--- config.mk ---
export PLATFORM = sky130hd
export DESIGN_NAME = sar_adc_ctrl
export DESIGN_NICKNAME = d
export VERILOG_FILES = /design/src/rtl/sar_adc_pkg.sv /design/src/rtl/sar_adc_fsm.sv /design/src/rtl/sar_adc_irq.sv /design/src/rtl/sar_adc_ctrl.sv
export SDC_FILE = /design/constraint.sdc
export NUM_CORES = 1
export LEC_CHECK = 0
export BUFFER_PORTS_ARGS = -buffer_cell sky130_fd_sc_hd__buf_2
export CAP_MARGIN = 10
export CORE_MARGIN = 5
export CORE_UTILIZATION = 58
export CTS_BUF_LIST = sky130_fd_sc_hd__clkbuf_4 sky130_fd_sc_hd__clkbuf_8
export CTS_CLUSTER_DIAMETER = 100
export CTS_CLUSTER_SIZE = 12
export DETAILED_ROUTE_END_ITERATION = 12
export PLACE_DENSITY_LB_ADDON = 0.25
export SLEW_MARGIN = 5
export SYNTH_ARGS = -nofsm -noshare
export SYNTH_HDL_FRONTEND = slang
export SYNTH_HIERARCHICAL = 1
export SYNTH_SLANG_ARGS = --single-unit
export TNS_END_PERCENT = 50
--- constraint.sdc ---
create_clock -name clk -period 3 [get_ports clk]
set_input_delay 0.3 -clock clk [delete_from_list [all_inputs] [get_ports clk]]
set_output_delay 0.3 -clock clk [all_outputs]
set_load 0.1 [all_outputs]
--- src/rtl/sar_adc_pkg.sv ---
package sar_adc_pkg;

    // Status codes; the encoding is visible to software in status [2:0]
    typedef enum logic [2:0] {
        ST_IDLE = 3'd0,
        ST_PDN  = 3'd1,
        ST_WAKE = 3'd2,
        ST_CAL  = 3'd3,
        ST_SAMP = 3'd4,
        ST_CONV = 3'd6
    } sar_state_e;

    localparam int OFS_CTRL   = 'h000;
    localparam int OFS_STAT   = 'h004;
    localparam int OFS_FLAGS  = 'h010;
    localparam int OFS_IEN    = 'h020;
    localparam int OFS_CHIEN  = 'h024;
    localparam int OFS_TIMING = 'h094;
    localparam int OFS_CHSEL  = 'h0A4;
    localparam int OFS_DATA   = 'h100;

    localparam int B_PDN     = 0;
    localparam int B_CLKSRC  = 8;
    localparam int B_CALGO   = 14;
    localparam int B_CONVGO  = 24;
    localparam int B_MODE    = 29;
    localparam int B_CALBUSY = 29;
    localparam int B_CALFAIL = 30;

    localparam int F_CHAIN = 0;
    localparam int F_CONV  = 1;

endpackage

--- src/rtl/sar_adc_fsm.sv ---
module sar_adc_fsm
    import sar_adc_pkg::*;
#(
    parameter int NCH           = 4,
    parameter int WAKE_CYCLES   = 4,
    parameter int CAL_CYCLES    = 40,
    parameter int SAMPLE_CYCLES = 3
) (
    input  logic                    clk,
    input  logic                    rst_n,
    input  logic                    pdn_req,
    input  logic                    cal_go,
    input  logic                    conv_go,
    input  logic [NCH-1:0]          chan_mask,
    input  logic                    conv_ready,
    input  logic                    cal_fail_in,
    output sar_state_e              state,
    output logic                    conv_req,
    output logic [$clog2(NCH)-1:0]  conv_chan,
    output logic                    eoc_pulse,
    output logic                    ech_pulse,
    output logic                    cal_fail
);
    localparam int CH_W  = $clog2(NCH);
    localparam int CMAX0 = (WAKE_CYCLES > CAL_CYCLES) ? WAKE_CYCLES : CAL_CYCLES;
    localparam int CMAX  = (CMAX0 > SAMPLE_CYCLES) ? CMAX0 : SAMPLE_CYCLES;
    localparam int CNT_W = $clog2(CMAX + 1);

    sar_state_e       nxt;
    logic [CNT_W-1:0] cnt, cnt_n;
    logic [NCH-1:0]   pending, pend_n, sel_oh;
    logic [CH_W-1:0]  sel;
    logic             cal_launch, cal_finish;

    // lowest pending channel
    always_comb begin
        sel = '0;
        for (int i = NCH - 1; i >= 0; i--) begin
            if (pending[i]) sel = CH_W'(i);
        end
        sel_oh = NCH'(1) << sel;
    end

    // next-state logic
    always_comb begin
        nxt        = state;
        cnt_n      = cnt + CNT_W'(1);
        pend_n     = pending;
        cal_launch = 1'b0;
        cal_finish = 1'b0;
        if (pdn_req) begin
            nxt   = ST_PDN;
            cnt_n = '0;
        end else begin
            unique case (state)
                ST_PDN: begin
                    nxt   = ST_WAKE;
                    cnt_n = '0;
                end
                ST_WAKE: begin
                    if (cnt == CNT_W'(WAKE_CYCLES - 1)) begin
                        nxt   = ST_IDLE;
                        cnt_n = '0;
                    end
                end
                ST_IDLE: begin
                    cnt_n = '0;
                    if (cal_go) begin
                        nxt        = ST_CAL;
                        cal_launch = 1'b1;
                    end else if (conv_go && (chan_mask != '0)) begin
                        nxt    = ST_SAMP;
                        pend_n = chan_mask;
                    end
                end
                ST_CAL: begin
                    if (cnt == CNT_W'(CAL_CYCLES - 1)) begin
                        nxt        = ST_IDLE;
                        cnt_n      = '0;
                        cal_finish = 1'b1;
                    end
                end
                ST_SAMP: begin
                    if (cnt == CNT_W'(SAMPLE_CYCLES - 1)) begin
                        nxt   = ST_CONV;
                        cnt_n = '0;
                    end
                end
                ST_CONV: begin
                    cnt_n = '0;
                    if (conv_ready) begin
                        pend_n = pending & ~sel_oh;
                        nxt    = (pend_n == '0) ? ST_IDLE : ST_SAMP;
                    end
                end
                default: begin
                    nxt   = ST_PDN;
                    cnt_n = '0;
                end
            endcase
        end
    end

    // state register
    always_ff @(posedge clk or negedge rst_n) begin
        if (!rst_n) begin
            state    <= ST_PDN;
            cnt      <= '0;
            pending  <= '0;
            cal_fail <= 1'b0;
        end else begin
            state   <= nxt;
            cnt     <= cnt_n;
            pending <= pend_n;
            if (cal_launch)      cal_fail <= 1'b0;
            else if (cal_finish) cal_fail <= cal_fail_in;
        end
    end

    // outputs
    always_comb begin
        conv_req  = (state == ST_CONV);
        conv_chan = sel;
        eoc_pulse = (state == ST_CONV) && conv_ready && !pdn_req;
        ech_pulse = eoc_pulse && ((pending & ~sel_oh) == '0);
    end


    pdn_wins_chk: assert property (@(posedge clk) disable iff (!rst_n)
        pdn_req |=> state == ST_PDN);


    chan_hold_chk: assert property (@(posedge clk) disable iff (!rst_n)
        (conv_req && !conv_ready && !pdn_req) |=> (conv_req && $stable(conv_chan)));


    busy_start_ignored_chk: assert property (@(posedge clk) disable iff (!rst_n)
        (state == ST_CAL && !pdn_req && conv_go) |=> (state == ST_CAL || state == ST_IDLE));


    chain_end_idle_chk: assert property (@(posedge clk) disable iff (!rst_n)
        ech_pulse |=> state == ST_IDLE);

endmodule

--- src/rtl/sar_adc_irq.sv ---
module sar_adc_irq #(
    parameter int NCH = 4
) (
    input  logic                    clk,
    input  logic                    rst_n,
    input  logic                    eoc_set,
    input  logic [$clog2(NCH)-1:0]  eoc_chan,
    input  logic                    ech_set,
    input  logic                    clr_wr,
    input  logic [1:0]              clr_bits,
    input  logic [NCH-1:0]          chan_en,
    input  logic [1:0]              ien,
    output logic [1:0]              flags,
    output logic                    irq
);
    logic [NCH-1:0] ch_done;
    logic           clr_chain, clr_conv;

    assign clr_chain = clr_wr && clr_bits[0];
    assign clr_conv  = clr_wr && clr_bits[1];

    always_ff @(posedge clk or negedge rst_n) begin
        if (!rst_n) begin
            flags <= 2'b00;
        end else begin
            flags[0] <= (flags[0] && !clr_chain) || ech_set;
            flags[1] <= (flags[1] && !clr_conv)  || eoc_set;
        end
    end

    // per-channel record of completions behind the conversion flag
    for (genvar g = 0; g < NCH; g++) begin : g_chdone
        always_ff @(posedge clk or negedge rst_n) begin
            if (!rst_n) begin
                ch_done[g] <= 1'b0;
            end else begin
                ch_done[g] <= (ch_done[g] && !clr_conv) ||
                              (eoc_set && (eoc_chan == $clog2(NCH)'(g)));
            end
        end
    end

    assign irq = (flags[0] && ien[0]) ||
                 (flags[1] && ien[1] && ((ch_done & chan_en) != '0));


    set_wins_chk: assert property (@(posedge clk) disable iff (!rst_n)
        eoc_set |=> flags[1]);


    quiet_irq_chk: assert property (@(posedge clk) disable iff (!rst_n)
        (flags == 2'b00) |-> !irq);

endmodule

--- src/rtl/sar_adc_ctrl.sv ---
module sar_adc_ctrl
    import sar_adc_pkg::*;
#(
    parameter int NCH           = 4,
    parameter int CODE_W        = 12,
    parameter int ADDR_W        = 12,
    parameter int WAKE_CYCLES   = 4,
    parameter int CAL_CYCLES    = 40,
    parameter int SAMPLE_CYCLES = 3
) (
    input  logic                    clk,
    input  logic                    rst_n,
    input  logic                    bus_wr,
    input  logic [ADDR_W-1:0]       bus_addr,
    input  logic [31:0]             bus_wdata,
    output logic [31:0]             bus_rdata,
    output logic                    conv_req,
    output logic [$clog2(NCH)-1:0]  conv_chan,
    input  logic                    conv_ready,
    input  logic [CODE_W-1:0]       conv_code,
    input  logic                    cal_fail_in,
    output logic                    irq
);
    localparam int CH_W = $clog2(NCH);

    sar_state_e      state;
    logic            ctl_pdn, ctl_clksrc, ctl_mode;
    logic [3:0]      ien;
    logic [NCH-1:0]  chan_en, chan_mask;
    logic [31:0]     timing;
    logic [CODE_W-1:0] result [NCH];
    logic            wr_ctrl, wr_flags;
    logic            cal_go, conv_go;
    logic            eoc_pulse, ech_pulse, cal_fail;
    logic [1:0]      flags;

    assign wr_ctrl  = bus_wr && (bus_addr == ADDR_W'(OFS_CTRL));
    assign wr_flags = bus_wr && (bus_addr == ADDR_W'(OFS_FLAGS));
    assign cal_go   = wr_ctrl && bus_wdata[B_CALGO];
    assign conv_go  = wr_ctrl && bus_wdata[B_CONVGO];

    always_ff @(posedge clk or negedge rst_n) begin
        if (!rst_n) begin
            ctl_pdn    <= 1'b1;
            ctl_clksrc <= 1'b0;
            ctl_mode   <= 1'b0;
            ien        <= '0;
            chan_en    <= '0;
            chan_mask  <= '0;
            timing     <= '0;
        end else if (bus_wr) begin
            if (bus_addr == ADDR_W'(OFS_CTRL)) begin
                ctl_pdn    <= bus_wdata[B_PDN];
                ctl_clksrc <= bus_wdata[B_CLKSRC];
                ctl_mode   <= bus_wdata[B_MODE];
            end
            if (bus_addr == ADDR_W'(OFS_IEN))    ien       <= bus_wdata[3:0];
            if (bus_addr == ADDR_W'(OFS_CHIEN))  chan_en   <= bus_wdata[NCH-1:0];
            if (bus_addr == ADDR_W'(OFS_CHSEL))  chan_mask <= bus_wdata[NCH-1:0];
            if (bus_addr == ADDR_W'(OFS_TIMING)) timing    <= bus_wdata;
        end
    end

    sar_adc_fsm #(
        .NCH           (NCH),
        .WAKE_CYCLES   (WAKE_CYCLES),
        .CAL_CYCLES    (CAL_CYCLES),
        .SAMPLE_CYCLES (SAMPLE_CYCLES)
    ) u_fsm (
        .clk         (clk),
        .rst_n       (rst_n),
        .pdn_req     (ctl_pdn),
        .cal_go      (cal_go),
        .conv_go     (conv_go),
        .chan_mask   (chan_mask),
        .conv_ready  (conv_ready),
        .cal_fail_in (cal_fail_in),
        .state       (state),
        .conv_req    (conv_req),
        .conv_chan   (conv_chan),
        .eoc_pulse   (eoc_pulse),
        .ech_pulse   (ech_pulse),
        .cal_fail    (cal_fail)
    );

    sar_adc_irq #(
        .NCH (NCH)
    ) u_irq (
        .clk      (clk),
        .rst_n    (rst_n),
        .eoc_set  (eoc_pulse),
        .eoc_chan (conv_chan),
        .ech_set  (ech_pulse),
        .clr_wr   (wr_flags),
        .clr_bits (bus_wdata[1:0]),
        .chan_en  (chan_en),
        .ien      (ien[1:0]),
        .flags    (flags),
        .irq      (irq)
    );

    // per-channel result registers
    for (genvar g = 0; g < NCH; g++) begin : g_res
        always_ff @(posedge clk or negedge rst_n) begin
            if (!rst_n) begin
                result[g] <= '0;
            end else if (eoc_pulse && (conv_chan == CH_W'(g))) begin
                result[g] <= conv_code;
            end
        end
    end

    // read mux
    always_comb begin
        bus_rdata = '0;
        case (bus_addr)
            ADDR_W'(OFS_CTRL): begin
                bus_rdata[B_PDN]    = ctl_pdn;
                bus_rdata[B_CLKSRC] = ctl_clksrc;
                bus_rdata[B_MODE]   = ctl_mode;
            end
            ADDR_W'(OFS_STAT): begin
                bus_rdata[2:0]       = state;
                bus_rdata[B_CALBUSY] = (state == ST_CAL);
                bus_rdata[B_CALFAIL] = cal_fail;
            end
            ADDR_W'(OFS_FLAGS):  bus_rdata[1:0]     = flags;
            ADDR_W'(OFS_IEN):    bus_rdata[3:0]     = ien;
            ADDR_W'(OFS_CHIEN):  bus_rdata[NCH-1:0] = chan_en;
            ADDR_W'(OFS_CHSEL):  bus_rdata[NCH-1:0] = chan_mask;
            ADDR_W'(OFS_TIMING): bus_rdata          = timing;
            default: begin
                for (int i = 0; i < NCH; i++) begin
                    if (bus_addr == ADDR_W'(OFS_DATA + 4 * i))
                        bus_rdata[CODE_W-1:0] = result[i];
                end
            end
        endcase
    end


    result_store_chk: assert property (@(posedge clk) disable iff (!rst_n)
        eoc_pulse |=> result[$past(conv_chan)] == $past(conv_code));

endmodule

==> reports/qor.csv <==
stage,metric,value,unit
die,dieArea,11900,um2
routing,wl_per_cell,19.8,um
clock_tree,clock-sinks,115,
sta,worst_slack,0.359,ns
placement,post-place-ws,0.351,ns
critical_path,arrival,2.34,ns
critical_path,slowest_delay,0.59,ns
pwr,irDropWorstVdd,0.000465,V
clock_tree,ctsRootBufferMaster,clkbuf_8,
yosys,ys_top_cells_by_area,"dfrtp_1 50%, mux2_2 13%, mux2_1 6.0%, mux4_2 4.8%, and2_1 2.2%",
routing,route.detailed.drc,0,
layout,antenna_cells,0,
die,row_count,36,
routing,viasPerCell,5.94,
min_path,hold_class,in2reg,
critical_path,crit_required,2.70,ns
placement,portBuffers,96,
pwr,p_leak,3.47,nW
status,status,completed,
layout,fin_util,0.752,
global_routing,grt_usage,0.242,
routing,final_antenna_net_count,0,
yosys,syn-num-nets,493,
global_routing,grt_pass1_vias,4371,
clock_tree,clock_latency,0.44,ns
pwr,p_total,0.00420,W
pwr,powerDensity,579,nW/um2
sta,rsz0062_at_grt,no,
yosys,synth_top_flop_cell,dfrtp_1,
die,die_width,109,um
sta,max_freq,0.379,GHz
global_routing,grt.overflow.total,0,
clock_tree,cts.htree.levels,4,
sta,setup_violations,0,
placement,hpwlAfterDp,9670,um
global_routing,grt_max_degree,60,
die,io_pins,97,
yosys,syn_area,5670,um2
clock_tree,path_clk_slew,0.07,ns
clock_tree,numCtsBuffers,17,
die,fp.coreArea,9640,um2
critical_path,critical-path-top-delay-family,simple AND/OR/NAND/NOR gates,
die,start_util,0.589,
layout,fin_nets,602,
yosys,yosysWarnings,6,
yosys,yosys.area.top_type,dfrtp_1,
routing,vias,4072,
layout,drive_gt1_frac,0.447,
layout,fill_cells,639,
sta,skew,0.0131,ns
sta,setup_tns,0,ns
flow_run,max-cap-violations,0,
yosys,synth_cell_type_count,72,
clock_tree,clock_path_buffers,2,
global_routing,antenna_found_initial,0,
critical_path,cp-start-kind,input pin,
sta,fin_crit_sh,0.880,
yosys,async_reset_ff_frac,1.00,
critical_path,critPathBufInv,3,
yosys,ys_top_cells_by_count,"113 x dfrtp_1, 67 x mux2_2, 30 x mux2_1",
critical_path,endpoint_kind,primary output,
die,dieHeight,109,um
critical_path,crit_slowest_cell,or4_4,
critical_path,worstPathMaxFanout,26,
critical_path,critical_path_class,in2out,
global_routing,grt_pass1_wl,22100,um
yosys,avgSynthCellArea,13.2,um2
clock_tree,cts_tree,done,
placement,globalplace.congestion,0.865,
routing,drt_first_iter_violations,293,
critical_path,crit_chain,buf_2 -> or4_4 -> nor4_4 -> buf_4 -> a22o_1 -> buf_12,
yosys,ys_seq_area_frac,0.508,
yosys,synthCells,430,
routing,drtPass1Iterations,5,
sta,finalCriticalPeriod,2.64,ns
sta,worst_pin_slew,0.756,ns
sta,slew_headroom,0.495,
layout,area_delta_synth_final,27.8,%
yosys,synth_top_area_frac,0.498,
yosys,ys_seq_elements,115,
yosys,yosysMostFrequentCell,dfrtp_1,
yosys,synth_edf_count,0,
routing,wl,13500,um
sta,drv_slew,0,
clock_tree,postCtsResizedCells,0,
sta,hold_viol_final,0,
flip-flops by register name (all words and copies together) (netlist names), 2 cells and up:
name           cells
result            48
timing            32
u_fsm/cnt          6
chan_en            4
chan_mask          4
ien                4
u_fsm/pending      4
u_irq/ch_done      4
u_fsm/state        3
u_irq/flags        2
final timing paths:
| path | startpoint | depth (start not counted) | slack (ns) | to |
|---|---|---|---|---|
| max in group asynchronous | rst_n | 3 | 1.77 | timing[1]$_DFFE_PN0P_ |
| setup / recovery | bus_addr[3] | 6 | 0.36 | bus_rdata[6] |
| hold reg to reg | timing[14]$_DFFE_PN0P_ | 1 | 0.48 | timing[14]$_DFFE_PN0P_ |
| min in group asynchronous | rst_n | 2 | 0.45 | u_fsm/cnt[5]$_DFF_PN0_ |
| hold / removal | bus_wdata[21] | 2 | 0.08 | timing[21]$_DFFE_PN0P_ |
| setup reg to reg | u_fsm/state[2]$_DFFE_PN0P_ | 5 | 0.53 | result[20]$_DFFE_PN0P_ |
report_power, final:
group          total, W  internal (W)  leakage, nW  switching [W]
registers       0.00192       0.00177         1.56       0.000150
clock network   0.00152      0.000852        0.214       0.000665
logic          0.000765      0.000376         1.70       0.000389
cells in the final DEF (no fill, tap or decap), drive strengths merged, types with 8 or more instances in the layout:
master,netlist,layout
nor3,10,10
and2,21,21
dfrtp,113,113
clkbuf,8,18
clkinv,0,8
nand3,14,14
inv,10,12
nor2,10,10
nand2,15,15
a32o,8,8
mux4,12,12
mux2,97,97
buf,12,109
o21ai,9,9
a22o,8,8
cell families after synthesis:
family,synth area share
compound gates,0.0944
xor+xnor,0.00618
fa+ha+maj,0.00441
buf+inv,0.0249
flops,0.508
mux,0.242
simple gates,0.121
area by class of cell:
cell class                      instances  area (um2)  area share
Multi-Input combinational cell        285        2660       0.367
Clock inverter                         14         178      0.0245
Inverter                               10        37.5     0.00518
Timing Repair Buffer                  110        1080       0.149
Clock buffer                           18         248      0.0342
Sequential cell                       115        2880       0.397
Tap cell                              133         166      0.0229
worst register-to-register path, cell delays in order (launching register included):
cell and delay [ns]:
dfrtp_1 0.60, nand3_2 0.24, nor3b_1 0.25, buf_4 0.20, nand3b_1 0.54, mux2_2 0.51
what timing repair did:
item                      in CTS  in global routing
hold buffers                   1                  0
hold endpoints to repair      54                  0
buffers inserted               0                  0
layer usage:
layer / up-vias / global-route usage / share of wire
met5: - / 0 / 0
met4: 0 / 0.0766 / 0.014
met3: 21 / 0.0533 / 0.052
met2: 142 / 0.411 / 0.53
met1: 2070 / 0.310 / 0.41
li1: 1839 / - / -
stage by stage:
| stage | instances | hold WS [ns] | area [um2] |
|---|---|---|---|
| finish | 685 | 0.0817 | 7250 |
| global placement | 652 | 0.388 | 6820 |
| floorplan | 430 | 0.00441 | 5680 |
| global route | 685 | 0.0717 | 7250 |
| detailed placement | 652 | 0.399 | 6820 |
| CTS | 685 | 0.0721 | 7250 |
Note: power is estimated with default switching activity, not from simulation.
